`src/rtl/evt_timer_core.sv`:
```
module evt_timer_core #(
  parameter int          NUM_CH    = 3,
  parameter bit          CNT64     = 1'b1,
  parameter bit          LEGACY_OK = 1'b1,
  parameter logic [31:0] PERIOD_FS = 32'd10_000_000,
  parameter logic [15:0] VENDOR    = 16'hA5C3,
  parameter logic [7:0]  REV       = 8'h03
) (
  input  logic              clk,
  input  logic              rst_n,
  input  logic              reg_sel,
  input  logic              reg_we,
  input  logic [11:0]       reg_addr,
  input  logic [63:0]       reg_wdata,
  output logic [63:0]       reg_rdata,
  input  logic [NUM_CH-1:0] ch_hit,
  input  logic [NUM_CH-1:0] ch_level,
  output logic [63:0]       cnt_val,
  output logic              run_en,
  output logic              legacy_en
);
  localparam int CW = CNT64 ? 64 : 32;
  localparam logic [11:0] OFS_CAP = 12'h000;
  localparam logic [11:0] OFS_CFG = 12'h010;
  localparam logic [11:0] OFS_STS = 12'h020;
  localparam logic [11:0] OFS_CNT = 12'h0F0;
  localparam logic [4:0]  CH_M1   = 5'(NUM_CH - 1);
  localparam logic [63:0] CAP_WORD =
    {PERIOD_FS, VENDOR, LEGACY_OK, 1'b0, CNT64, CH_M1, REV};

  logic [CW-1:0]     cnt_q;
  logic [NUM_CH-1:0] sts_q, sts_d, clr_mask;
  logic              en_q, leg_q;

  wire wr     = reg_sel & reg_we;
  wire wr_cfg = wr && (reg_addr == OFS_CFG);
  wire wr_sts = wr && (reg_addr == OFS_STS);
  wire wr_cnt = wr && (reg_addr == OFS_CNT);

  assign clr_mask = wr_sts ? reg_wdata[NUM_CH-1:0] : '0;
  assign sts_d    = ((sts_q & ~clr_mask) | (ch_hit & ch_level)) & ch_level;

  always_ff @(posedge clk or negedge rst_n) begin
    if (!rst_n) begin
      en_q  <= 1'b0;
      leg_q <= 1'b0;
    end else if (wr_cfg) begin
      en_q  <= reg_wdata[0];
      leg_q <= reg_wdata[1];
    end
  end

  always_ff @(posedge clk or negedge rst_n) begin
    if (!rst_n)               cnt_q <= '0;
    else if (wr_cnt && !en_q) cnt_q <= reg_wdata[CW-1:0];
    else if (en_q)            cnt_q <= cnt_q + 1'b1;
  end

  always_ff @(posedge clk or negedge rst_n) begin
    if (!rst_n) sts_q <= '0;
    else        sts_q <= sts_d;
  end

  assign cnt_val   = 64'(cnt_q);
  assign run_en    = en_q;
  assign legacy_en = leg_q;

  always_comb begin
    case (reg_addr)
      OFS_CAP: reg_rdata = CAP_WORD;
      OFS_CFG: reg_rdata = {62'd0, leg_q, en_q};
      OFS_STS: reg_rdata = 64'(sts_q);
      OFS_CNT: reg_rdata = cnt_val;
      default: reg_rdata = '0;
    endcase
  end
endmodule


```
`config.mk`:
```
export PLATFORM = sky130hd
export DESIGN_NAME = evt_timer_core
export DESIGN_NICKNAME = d
export VERILOG_FILES = /design/src/rtl/evt_timer_core.sv
export SDC_FILE = /design/constraint.sdc
export NUM_CORES = 1
export LEC_CHECK = 0
export BUFFER_PORTS_ARGS = -buffer_cell sky130_fd_sc_hd__buf_2
export CAP_MARGIN = 20
export CORE_ASPECT_RATIO = 0.75
export CORE_UTILIZATION = 50
export DETAILED_ROUTE_END_ITERATION = 10
export PLACE_DENSITY = 0.82
export SYNTH_ARGS = -nofsm -noshare
export SYNTH_HDL_FRONTEND = slang
export SYNTH_SLANG_ARGS = --single-unit
export TNS_END_PERCENT = 100
```
`constraint.sdc`:
```
create_clock -name clk -period 2.95 [get_ports clk]
set_input_delay 0 -clock clk [delete_from_list [all_inputs] [get_ports clk]]
set_output_delay 0 -clock clk [all_outputs]
set_load 0.005 [all_outputs]
```
==> results of run 1 <==
==> critical path, stage by stage, from the launching register on <==
cell and delay (ps):
dfrtp_1 440, ha_1 280, nand4_1 220, or3_1 490, or4b_1 670, or3_1 360, a31oi_1 180
==> cells by family (layout without fill, tap and decap cells) <==
| kind of cell | after synthesis | count (layout) | share of synthesized area, % |
|---|---|---|---|
| AND/OR/NAND/NOR | 292 | 292 | 30.3 |
| AO/OA/AOI/OAI | 122 | 122 | 14.5 |
| flip-flops | 69 | 69 | 32.5 |
| multiplexers | 60 | 60 | 12.5 |
| buffers and inverters | 58 | 276 | 4.33 |
| XOR/XNOR | 34 | 34 | 5.60 |
| adder cells (fa/ha/maj) | 1 | 1 | 0.235 |
==> layout make-up <==
cell class | instances | area share, %
clock buffer | 10 | 3.26
clock inverter | 6 | 1.25
inverter | 9 | 0.481
multi-input combinational | 509 | 48.0
sequential | 69 | 24.6
tap | 136 | 2.42
timing repair buffer | 251 | 19.9
==> layer usage <==
| metal | routed length (um) | vias up | track usage [%] | part of all wire, % |
|---|---|---|---|---|
| met1 | 7450 | 2774 | 41.6 | 43 |
| met4 | 265 | 0 | 8.54 | 1.5 |
| met3 | 1250 | 22 | 6.03 | 7.2 |
| met2 | 8290 | 296 | 53.0 | 48 |
| li1 | - | 2759 | - | - |
| met5 | 0 | - | 0 | 0 |
==> power breakdown <==
group          internal (mW)  switching [mW]  total (mW)
registers               1.05           0.214        1.26
logic                  0.276           0.223       0.499
clock network          0.738           0.423        1.16
total                   2.06           0.860        2.92
==> state kept, by name, indices dropped and copies added (netlist names) <==
| signal | cells |
|---|---|
| run_en | 1 |
| cnt_val | 64 |
| legacy_en | 1 |
| sts_q | 3 |
==> cells in the final DEF (no fill, tap or decap), types with 2 or more instances in the layout <==
cell,instances
nand2b_1,3
nand4_1,28
xor2_1,12
o22ai_1,4
dlygate4sd3_1,16
buf_2,215
and2_1,46
and3_1,12
nor4b_2,2
a22o_1,2
buf_4,19
clkbuf_16,9
nor4_1,13
and4_1,10
dfrtp_1,68
a21oi_1,31
a211oi_1,3
a41oi_1,2
o221a_2,2
bufinv_16,2
mux2i_1,8
clkinvlp_4,3
xnor2_1,22
nor3_1,15
or4_1,9
o21ai_0,25
mux2_2,52
o31ai_1,4
nor2_1,64
nand2_1,39
inv_1,8
a221oi_1,2
nor4b_1,2
nand3_1,26
a21o_1,21
or4_4,2
or3_1,12
a31oi_1,18
==> synthesized netlist by cell type (all sizes together), types with 3 or more instances <==
master	n	area, um^2
o31ai	4	30.0
mux2i	8	80.1
xnor2	22	193
or3	12	75.1
or4	11	90.1
mux2	52	586
a21oi	31	155
nor4	14	93.8
nand2	39	146
dfrtp	69	1730
a31oi	18	113
buf	7	37.5
a211oi	3	22.5
a21o	21	158
and4	10	87.6
xor2	12	105
o22ai	4	25.0
and2	47	294
nor2	65	244
nand3	27	148
nand4	29	188
o21ai	25	125
nor3	15	75.1
and3	12	75.1
nand2b	3	18.8
clkbuf	42	159
inv	8	30.0
nor4b	4	41.3
==> per-stage QoR <==
step | hold WS, ps | setup WS [ps] | std cells | power [mW] | utilization [%]
after floorplan | -296 | 406 | 636 | 1.48 | -
after global placement | 149 | 355 | 958 | 1.71 | 63.4
after detailed placement | 164 | 258 | 958 | 1.74 | 63.4
after CTS | 0.846 | 230 | 990 | 2.92 | 68.0
after global routing | 22.6 | 28.2 | 990 | 3.05 | 68.0
final | 1.52 | 217 | 990 | 2.92 | 68.0
==> worst paths after layout <==
kind,start,endpoint
setup / recovery,cnt_val[0],cnt_val[58]
hold / removal,reg_wdata[13],cnt_val[13]
setup reg to reg,cnt_val[0],cnt_val[58]
hold reg to reg,legacy_en,legacy_en
max in group asynchronous,rst_n,cnt_val[4]
min in group asynchronous,rst_n,cnt_val[31]
==> timing repair <==
item / CTS / global route
endpoints found under the setup margin: 0 / 0
hold buffers: 16 / 0
endpoints found under the hold margin: 48 / 0
gates resized for setup: 0 / 0
==> impl_metrics.yaml, run 1 <==
logic_synthesis:
  number_of_synthesized_flops_with_an_enable_pin: 0
  syn_nets: 723
  synth-warning-count: 0
  synth_top_flop_cell: "dfrtp_1"
  syn-cell-area_mm2: 0.00532
  synth_area_per_cell_um2: 8.36
  synth_sequential_area_ratio_pct: 32.5
  post_synth_num_cell_types: 55
  ys_ff_latch: 69
  synth_async_sr_flop_share_pct: 100
  post_synth_inst_count: 636
sta:
  finalHoldViolCount: 0
  unrepaired_setup_endpoints_after_global_routing: "false"
  layout_min_cycle_time_ps: 2730
  actual_transition_at_the_worst_max_transition_pin_ps: 877
  worst_clock_skew_ps: 9.27
  max_freq_ghz: 0.366
  final_worst_path_period_share_pct: 92.7
  totalNegativeSetupSlack_ps: 0
  timing.final.setup_violations: 0
  final_max_slew_viol_count: 0
  relSlewSlack_pct: 41.5
layout:
  layout.cell_area.non_filler_mm2: 0.00702
  ff_latch_area_mm2: 0.00173
  final_net_count: 936
  area_used_by_multi_input_combinational_logic_mm2: 0.00337
  layout_cell_share_with_drive_strength_beyond_1_pct: 36.9
  area_growth_pct: 32.1
  number_of_antenna_diodes: 0
  filler_cell_count: 877
clock_network:
  cts_max_level: 3
  clk_pin_slew_ps: 60
  clkLatencyLatePin_ps: 340
  cts.repair_timing.setup_buffer_count: 0
  cts_tree: "yes"
  clock_sinks: 69
  cts-root-to-sink-buffers: 2
  cts_inserted_buffers: 9
  clk_root_buffer_cell: "clkbuf_16"
global_route:
  first_global_vias: 5620
  global_route_usage_over_all_layers_pct: 31.7
  grt_pass1_wl_mm: 27.7
  global_route.overflow_total: 0
  antenna_violations_before_repair: 0
  pin_count_of_the_biggest_net_entering_global_routing: 63
floorplan:
  design.die.area_mm2: 0.0111
  initial_core_utilization_pct: 51.5
  core_area_mm2: 0.0103
  rows: 32
  die_height_um: 91.3
  boundaryPins: 216
  die-width_um: 121
hold_path:
  timing.hold.worst_path_depth: 4
  hold_class: "in2reg"
worst_setup_path:
  timing_worst_setup_path_type: "reg2reg"
  cp.required_ps: 3200
  critPathMaxFanout: 7
  critical_path.startpoint_type: "flip-flop"
  timing.critical_path.to_type: "flip-flop"
  reg2reg_setup_slack_ps: 220
  timing.reg2reg.worst_path_depth: 6
  worst_ep_arrival_time_ps: 2990
drt:
  drt-total-wl_mm: 17.3
  first_pass_iters: 5
  ant_nets: 0
  route.vias.total: 5851
  detailedRoute.firstIterationViolations: 368
  post-route-drc-count: 0
  drt-vias-per-instance: 5.91
  routed_wirelength_normalized_by_instance_count_um: 17.4
job:
  cap_viol_max_count: 0
placed_design:
  detailedPlacementHpwl_mm: 12.6
  port-buffer-count: 215
  place.gp.congestion: 0.873
  placed_area_mm2: 0.00655
power_and_ir_drop:
  power_per_cell_area_mw_per_mm2: 416
  max-vdd-ir-drop_uv: 619
  leakage_nw: 3.60
status:
  run_status: "finished clean"
Note: power is estimated with default switching activity, not from simulation.
==> run 2: changes to the inputs <==
Settings changed: CORE_ASPECT_RATIO 0.75 to unset.
==> impl_metrics.yaml, run 2 (synthesized netlist as in run 1, its figures left out) <==
status:
  run_status: "finished clean"
worst_setup_path:
  series_of_cell_instances_along_the_critical_path: "ha_1 -> nand4_1 -> or3_1 -> or4b_1 -> or3_1 -> a31oi_1"
  timing_worst_setup_path_type: "reg2reg"
  cp.required_ps: 3210
  crit-reg2reg-launch: "cnt_val[1]"
  critPathMaxFanout: 9
  timing.critical_path.to_type: "flip-flop"
  critical_path.startpoint_type: "flip-flop"
  cp_slowest_stage_delay_ps: 680
  worst_path_max_delay_cell: "or4b_1"
  worstSetupStartpoint: "cnt_val[1]"
  critical-path-top-cell-by-count: "or3_1"
  worst_ep_arrival_time_ps: 3070
  buffering_stage_count_on_the_worst_path_with_inverters_included: 0
  cpLargestDelayFamily: "simple AND/OR/NAND/NOR gates"
global_route:
  grt_pass1_wl_mm: 27.8
  pin_count_of_the_biggest_net_entering_global_routing: 68
  antenna_violations_before_repair: 0
  global_route.overflow_total: 0
  grt_use_met3_pct: 5.99
  grt.busiest_layer: "met2"
  global_route_usage_over_all_layers_pct: 31.4
  grt_use_met2_pct: 54.8
  grt.met1_usage_pct: 38.8
  first_global_vias: 5745
placed_design:
  detailedPlacementHpwl_mm: 12.3
  port-buffer-count: 215
  place.gp.congestion: 0.884
  placed_area_mm2: 0.00651
  preCtsSetupSlack_ps: 212
power_and_ir_drop:
  max-vdd-ir-drop_uv: 311
  power.share.combinational_pct: 20.6
  power_per_cell_area_mw_per_mm2: 360
  power_switching_share_pct: 32.3
  share_clk_of_total_power_pct: 28.7
  seq_power_share_pct: 50.8
  p_int_mw: 1.67
  leakage_nw: 3.52
  netSwitchingPower_mw: 0.797
layout:
  highest_count_cells_in_the_layout_ignoring_fill_and_taps: "215 x buf_2, 68 x dfrtp_1, 64 x nor2_1"
  number_of_antenna_diodes: 0
  layout_cell_share_with_drive_strength_beyond_1_pct: 36.3
  area_growth_pct: 28.6
  final_net_count: 931
  fin_util_pct: 66.2
  layout.cell_area.non_filler_mm2: 0.00684
  largest_reg_flops: 64
  mostFrequentLayoutCell: "buf_2"
floorplan:
  design.die.area_mm2: 0.0111
  initial_core_utilization_pct: 51.5
  die_height_um: 105
  boundaryPins: 216
  die-width_um: 105
  rows: 37
  core_area_mm2: 0.0103
sta:
  layout_min_cycle_time_ps: 2810
  timing.final.setup_violations: 0
  postLayoutSetupSlackWorst_ps: 143
  totalNegativeSetupSlack_ps: 0
  final_worst_path_period_share_pct: 95.1
  unrepaired_setup_endpoints_after_global_routing: "false"
  max_freq_ghz: 0.356
  finalHoldViolCount: 0
  final_max_slew_viol_count: 0
  relSlewSlack_pct: 46.5
  worst_clock_skew_ps: 10.7
  actual_transition_at_the_worst_max_transition_pin_ps: 791
clock_network:
  clk_root_buffer_cell: "clkbuf_8"
  cts_tree: "yes"
  clkLatencyLatePin_ps: 350
  clk_pin_slew_ps: 70
  cts_inserted_buffers: 9
  cts-root-to-sink-buffers: 2
  cts_max_level: 3
  clock_sinks: 69
drt:
  drt-total-wl_mm: 17.3
  ant_nets: 0
  first_pass_iters: 5
  drt-vias-per-instance: 6.08
  post-route-drc-count: 0
  routed_wirelength_normalized_by_instance_count_um: 17.6
  detailedRoute.firstIterationViolations: 427
  route.vias.total: 5979
hold_path:
  hold_class: "in2reg"
  worstHoldStart: "reg_wdata[12]"
job:
  cap_viol_max_count: 0
run 2: cell types whose count changed in the layout (fill, tap and decap cells not counted):
| cell | change |
|---|---|
| clkinvlp_4 | -3 |
| clkbuf_1 | +1 |
| bufinv_16 | -2 |
| buf_4 | -5 |
| clkbuf_16 | -9 |
| clkinv_2 | +1 |
| clkbuf_8 | +11 |
run 2: worst register-to-register path: stages, from the launching register on:
cell and delay, ps:
dfrtp_1 450, ha_1 290, nand4_1 220, or3_1 550, or4b_1 680, or3_1 360, a31oi_1 170
run 2: per-layer routing:
| metal | wire (um) | up-vias |
|---|---|---|
| li1 | - | 2748 |
| met1 | 6900 | 2872 |
| met2 | 8710 | 322 |
| met3 | 1400 | 37 |
| met4 | 336 | 0 |
| met5 | 0 | - |
run 2: through the flow:
| stage | hold slack, ps | power, mW | instances |
|---|---|---|---|
| finish | 18.8 | 2.46 | 984 |
| global route | 14.6 | 2.59 | 984 |
| CTS | 0.0185 | 2.46 | 984 |
| detailed placement | 102 | 1.75 | 953 |
| global placement | 97.6 | 1.72 | 953 |
| floorplan | -296 | 1.48 | 636 |
run 2: layout make-up:
cell class / instances / area, um^2
Clock inverter: 2 / 10.0
Multi-Input combinational cell: 509 / 3370
Sequential cell: 69 / 1730
Inverter: 9 / 33.8
Timing Repair Buffer: 246 / 1360
Fill cell: 877 / 3480
Clock buffer: 13 / 159
Tap cell: 136 / 170
run 2: final timing paths:
kind                               end  slack [ps]  cells after the start
min in group asynchronous  cnt_val[51]         260                      2
hold reg to reg              legacy_en         550                      1
max in group asynchronous  cnt_val[21]        1910                      3
hold / removal             cnt_val[12]          20                      4
setup / recovery           cnt_val[58]         140                      6
setup reg to reg           cnt_val[58]         140                      6
run 2: power groups by stage:
stage / clock, mW / sequential (mW) / combinational (mW)
after floorplan: 0 / 1.20 / 0.276
after global placement: 0 / 1.24 / 0.471
after detailed placement: 0 / 1.26 / 0.489
after CTS: 0.708 / 1.24 / 0.508
after global routing: 0.752 / 1.27 / 0.560
final: 0.706 / 1.25 / 0.506
run 2: repair_timing:
item	CTS	global route
hold buffers	16	0
setup buffers	0	0
endpoints found under the hold margin	42	0
gates resized for setup	0	0
